**src/rtl/wp_guard_pkg.sv**
```systemverilog
package wp_guard_pkg;
    localparam int unsigned DATA_W = 16;

    typedef enum logic {
        ST_LOCKED = 1'b0,
        ST_OPEN   = 1'b1
    } lock_state_e;

    localparam logic [1:0] ADDR_KEY  = 2'd0;
    localparam logic [1:0] ADDR_CTLA = 2'd1;
    localparam logic [1:0] ADDR_CTLB = 2'd2;
    localparam logic [1:0] ADDR_STAT = 2'd3;
endpackage

```
**src/rtl/wp_lock_fsm.sv**
```systemverilog
module wp_lock_fsm
    import wp_guard_pkg::*;
#(
    parameter int unsigned DW  = DATA_W,
    parameter logic [DW-1:0] KEY = 16'h0096
) (
    input  logic          clk,
    input  logic          rst_n,
    input  logic          key_we,
    input  logic [DW-1:0] key_wdata,
    output logic [DW-1:0] key_q,
    output logic          locked
);
    lock_state_e state_q, state_d;
    logic        key_match;

    assign key_match = (key_wdata == KEY);

    // state register and key storage
    always_ff @(posedge clk) begin
        if (!rst_n) begin
            state_q <= ST_LOCKED;
            key_q   <= '0;
        end else begin
            state_q <= state_d;
            if (key_we) key_q <= key_wdata;
        end
    end

    // transitions: UNLOCK and RELOCK
    always_comb begin
        state_d = state_q;
        unique case (state_q)
            ST_LOCKED: if (key_we && key_match)  state_d = ST_OPEN;
            ST_OPEN:   if (key_we && !key_match) state_d = ST_LOCKED;
        endcase
    end

    // outputs
    always_comb begin
        locked = (state_q == ST_LOCKED);
    end
endmodule

```
**src/rtl/wp_guard_reg.sv**
```systemverilog
module wp_guard_reg #(
    parameter int unsigned   DW   = 16,
    parameter logic [DW-1:0] MASK = '0,
    parameter logic [DW-1:0] RST  = '0
) (
    input  logic          clk,
    input  logic          rst_n,
    input  logic          we,
    input  logic          lock,
    input  logic [DW-1:0] wdata,
    output logic [DW-1:0] q
);
    logic [DW-1:0] merged;

    // per-bit guard: frozen bits keep q, free bits take wdata
    always_comb begin
        if (lock) merged = (q & MASK) | (wdata & ~MASK);
        else      merged = wdata;
    end

    always_ff @(posedge clk) begin
        if (!rst_n)  q <= RST;
        else if (we) q <= merged;
    end
endmodule

```
**src/rtl/wp_guard_top.sv**
```systemverilog
module wp_guard_top
    import wp_guard_pkg::*;
#(
    parameter logic [DATA_W-1:0] KEY    = 16'h0096,
    parameter logic [DATA_W-1:0] MASK_A = 16'h00FF,
    parameter logic [DATA_W-1:0] MASK_B = 16'hF0F0,
    parameter logic [DATA_W-1:0] RST_A  = 16'h0000,
    parameter logic [DATA_W-1:0] RST_B  = 16'h0000
) (
    input  logic              clk,
    input  logic              rst_n,
    input  logic [1:0]        bus_addr,
    input  logic              bus_we,
    input  logic [DATA_W-1:0] bus_wdata,
    output logic [DATA_W-1:0] bus_rdata,
    output logic              locked,
    output logic              cache_en,
    output logic              cache_inval
);
    localparam int unsigned NREG = 2;
    localparam logic [NREG*DATA_W-1:0] MASKS = {MASK_B, MASK_A};
    localparam logic [NREG*DATA_W-1:0] RSTS  = {RST_B, RST_A};

    logic [DATA_W-1:0] key_q;
    logic [DATA_W-1:0] ctrl_q [NREG];
    logic [NREG-1:0]   ctrl_we;
    logic              inval_q;
    logic              bit0_free;

    wp_lock_fsm #(.DW(DATA_W), .KEY(KEY)) u_fsm (
        .clk      (clk),
        .rst_n    (rst_n),
        .key_we   (bus_we && bus_addr == ADDR_KEY),
        .key_wdata(bus_wdata),
        .key_q    (key_q),
        .locked   (locked)
    );

    for (genvar g = 0; g < NREG; g++) begin : g_ctrl
        assign ctrl_we[g] = bus_we && (bus_addr == 2'(g + 1));
        wp_guard_reg #(
            .DW  (DATA_W),
            .MASK(MASKS[g*DATA_W +: DATA_W]),
            .RST (RSTS[g*DATA_W +: DATA_W])
        ) u_reg (
            .clk  (clk),
            .rst_n(rst_n),
            .we   (ctrl_we[g]),
            .lock (locked),
            .wdata(bus_wdata),
            .q    (ctrl_q[g])
        );
    end

    assign cache_en  = ctrl_q[0][0];
    assign bit0_free = !(locked && MASK_A[0]);

    always_ff @(posedge clk) begin
        if (!rst_n) inval_q <= 1'b0;
        else        inval_q <= ctrl_we[0] && !bus_wdata[0] && bit0_free;
    end
    assign cache_inval = inval_q;

    always_comb begin
        unique case (bus_addr)
            ADDR_KEY:  bus_rdata = key_q;
            ADDR_CTLA: bus_rdata = ctrl_q[0];
            ADDR_CTLB: bus_rdata = ctrl_q[1];
            ADDR_STAT: bus_rdata = {{(DATA_W-1){1'b0}}, locked};
        endcase
    end
endmodule

```
**config.mk**
```make
export PLATFORM = sky130hd
export DESIGN_NAME = wp_guard_top
export DESIGN_NICKNAME = d
export VERILOG_FILES = /design/src/rtl/wp_guard_pkg.sv /design/src/rtl/wp_lock_fsm.sv /design/src/rtl/wp_guard_reg.sv /design/src/rtl/wp_guard_top.sv
export SDC_FILE = /design/constraint.sdc
export NUM_CORES = 1
export LEC_CHECK = 0
export ABC_AREA = 0
export BUFFER_PORTS_ARGS = -buffer_cell sky130_fd_sc_hd__buf_2
export CAP_MARGIN = 40
export CORE_MARGIN = 1
export CORE_UTILIZATION = 60
export CTS_CLUSTER_SIZE = 10
export DETAILED_ROUTE_END_ITERATION = 16
export PLACE_DENSITY = 0.84
export SLEW_MARGIN = 20
export SYNTH_ARGS = -nofsm -noshare
export SYNTH_HDL_FRONTEND = slang
export SYNTH_HIERARCHICAL = 1
export SYNTH_SLANG_ARGS = --single-unit
```
**constraint.sdc**
```tcl
create_clock -name clk -period 2.2 [get_ports clk]
set_clock_uncertainty 0.15 [all_clocks]
set_input_delay 0.11 -clock clk [delete_from_list [all_inputs] [get_ports clk]]
set_output_delay 0.11 -clock clk [all_outputs]
set_load 0.005 [all_outputs]
```
==> flow_summary.ini <==
[routing]
drc = 0
wl_per_cell_um = 15.1
viasPerCell = 5.42
drt_iter0_drc = 164
first_pass_iters = 4
routed_wl_um = 4990
route.vias.total = 1793
final_antenna_net_count = 0

[sta]
grt_setup_unrepaired = no
min_period_over_period_pct = 78.0
relSlewSlack_pct = 60.1
worst_pin_slew_ns = 0.599
clock.fmax_mhz = 583
hold_viol = 0
setup_viol = 0
setup_tns_ns = 0
period_minus_slack_ns = 1.72
final_max_slew_viol_count = 0

[layout]
layout_commonest_cell = mux2i_1
drive_gt1_share_pct = 21.9
syn2layout_area_growth_pct = 19.7
insertedDiodeCount = 0
nets = 303
final_cell_mix = mux2i_1, dfxtp_1, buf_2
finalNonFillerCells = 331

[synthesis]
syn_inst = 228
yosysSeqAreaShare_pct = 41.8
yosys.area.top_type = dfxtp_1
synth_cell_types = 23
ys.warnings.count = 6
yosys-top-cells-area = dfxtp_1, mux2i_1, nor2b_1, o2bb2ai_1, nand2_1
netlist_area_um2 = 2390
yosys_register_bits = 50
syn-num-nets = 249
synth_top_cell_area_share_pct = 41.8
syn_area_per_cell_um2 = 10.5

[hold_path]
min_path_type = input pin to flip-flop

[floorplan]
die-area_um2 = 4250
start_util_pct = 64.0
dieWidth_um = 65.2
rows = 22
core_area_um2 = 3740
die_height_um = 65.2
ioPinCount = 40

[global_routing]
overflow = 0
grt_max_degree = 28
grt_pass1_wl_um = 7990
grt_usage_pct = 24.8
grt_antenna_before_repair = 0
grt_pass1_vias = 1706

[power_and_ir_drop]
seqPwrFrac_pct = 48.5
internal_power_mw = 1.51
switching_share_pct = 21.7
pwr_density_cell_nw_per_um2 = 672
p_switching_uw = 419
p_leak_nw = 1.11
p_clk_share_pct = 41.2
peakVddDrop_mv = 0.678
power_frac_comb_pct = 10.3

[clock_tree]
cts_setup_buffers = 0
worst_setup_hold_path_clk_slew_ns = 0.09
cts_sinks = 50
cts_buffers = 5
htreeDepth = 2
clockBufferDepth = 2
clock_latency_ns = 0.31
tritoncts = done
cts-root-buf = clkbuf_8

[placed_design]
dpl.cell_count = 307
place.gp.congestion = 0.712
dp_hpwl_um = 3160
io_buffers = 39

[critical_path]
critPathLaunchType = input pin
worstSetupPathType = input pin to output port
cp_common_cell = buf_2
critPathRequiredTime_ns = 1.94
worst_ep_arrival_time_ns = 1.46
slowest_stage = nor2b_1
cp_slowest_stage_delay_ns = 0.49
end_kind = output port
cp_top_family = buffers and inverters
crit_buf_inv = 3
cp_cell_sequence = buf_2 -> nor2b_1 -> buf_4 -> o2bb2ai_1 -> buf_2
crit_fanout = 20
rrSetupSlack_ns = 0.78

[run_status]
status = finished, final reports clean

[job]
max-cap-violations = 0
## flip-flops by register name, indices dropped and copies added, names as in the netlist, named ones only
signal,count
cache_inval,1
g_ctrl.u_reg/q,32
u_fsm/key_q,16
## final timing paths
check	from	cells after the start	endpoint
worst max-delay path	bus_addr[1]	5	bus_rdata[9]
worst min-delay path	rst_n	2	u_fsm/key_q[15]
worst max register to register	flip-flop	3	g_ctrl[1].u_reg/q[7]
worst min register to register	g_ctrl[1].u_reg/q[5]	2	g_ctrl[1].u_reg/q[5]
## metrics by stage
stage                     area [µm²]  hold WS, ns  util (%)  setup slack, ns  power (mW)
final                           2870       0.0591      76.6            0.484        1.93
after floorplan                 2390       0.0882         -            0.796        1.07
after detailed placement        2560        0.250      68.5            0.402        1.13
after global routing            2870       0.0745      76.6            0.422        1.99
after CTS                       2870       0.0641      76.6            0.502        1.93
after global placement          2560        0.242      68.5            0.463        1.13
## logic make-up (layout without fill, tap and decap cells)
family / Yosys count / after routing / share of synthesized area (%)
mux: 64 / 64 / 27.3
simple gates: 80 / 80 / 18.2
flops: 50 / 50 / 41.8
compound gates: 16 / 16 / 6.01
buf+inv: 18 / 73 / 6.74
## layer usage
| layer | GRT usage [%] | share of wire (%) | routed length, µm |
|---|---|---|---|
| met1 | 32.4 | 47 | 2370 |
| met2 | 41.2 | 48 | 2400 |
| met3 | 4.69 | 3.5 | 174 |
| met4 | 7.61 | 0.94 | 47 |
| met5 | 0 | 0 | 0 |
## power groups by stage
stage	sequential [mW]	clock (mW)	combinational [mW]
CTS	0.934	0.796	0.196
floorplan	0.952	0	0.120
global route	0.937	0.833	0.215
detailed placement	0.955	0	0.174
global placement	0.954	0	0.171
finish	0.934	0.794	0.198
## cell type report
type / count / area, µm²
Clock buffer: 6 / 82.6
Clock inverter: 2 / 60.1
Fill cell: 285 / 876
Inverter: 1 / 3.75
Multi-Input combinational cell: 160 / 1240
Sequential cell: 50 / 1000
Tap cell: 48 / 60.1
Timing Repair Buffer: 64 / 423
## cells in the mapped netlist (all sizes together)
master   number
nor4b         1
mux2i        63
o22ai         1
nor3b         1
nor4bb        2
buf          14
o2bb2ai      15
nand3b        1
inv           1
and3          1
dfxtp        50
nand3         1
clkbuf        3
and3b         1
nor4          1
nand2        34
nor2b        35
nor2          2
mux4          1
## timing repair
action / CTS / global route
hold endpoints to repair: 44 / 0
gates resized for setup: 0 / 0
hold buffers: 16 / 0
Note: power is estimated with default switching activity, not from simulation.
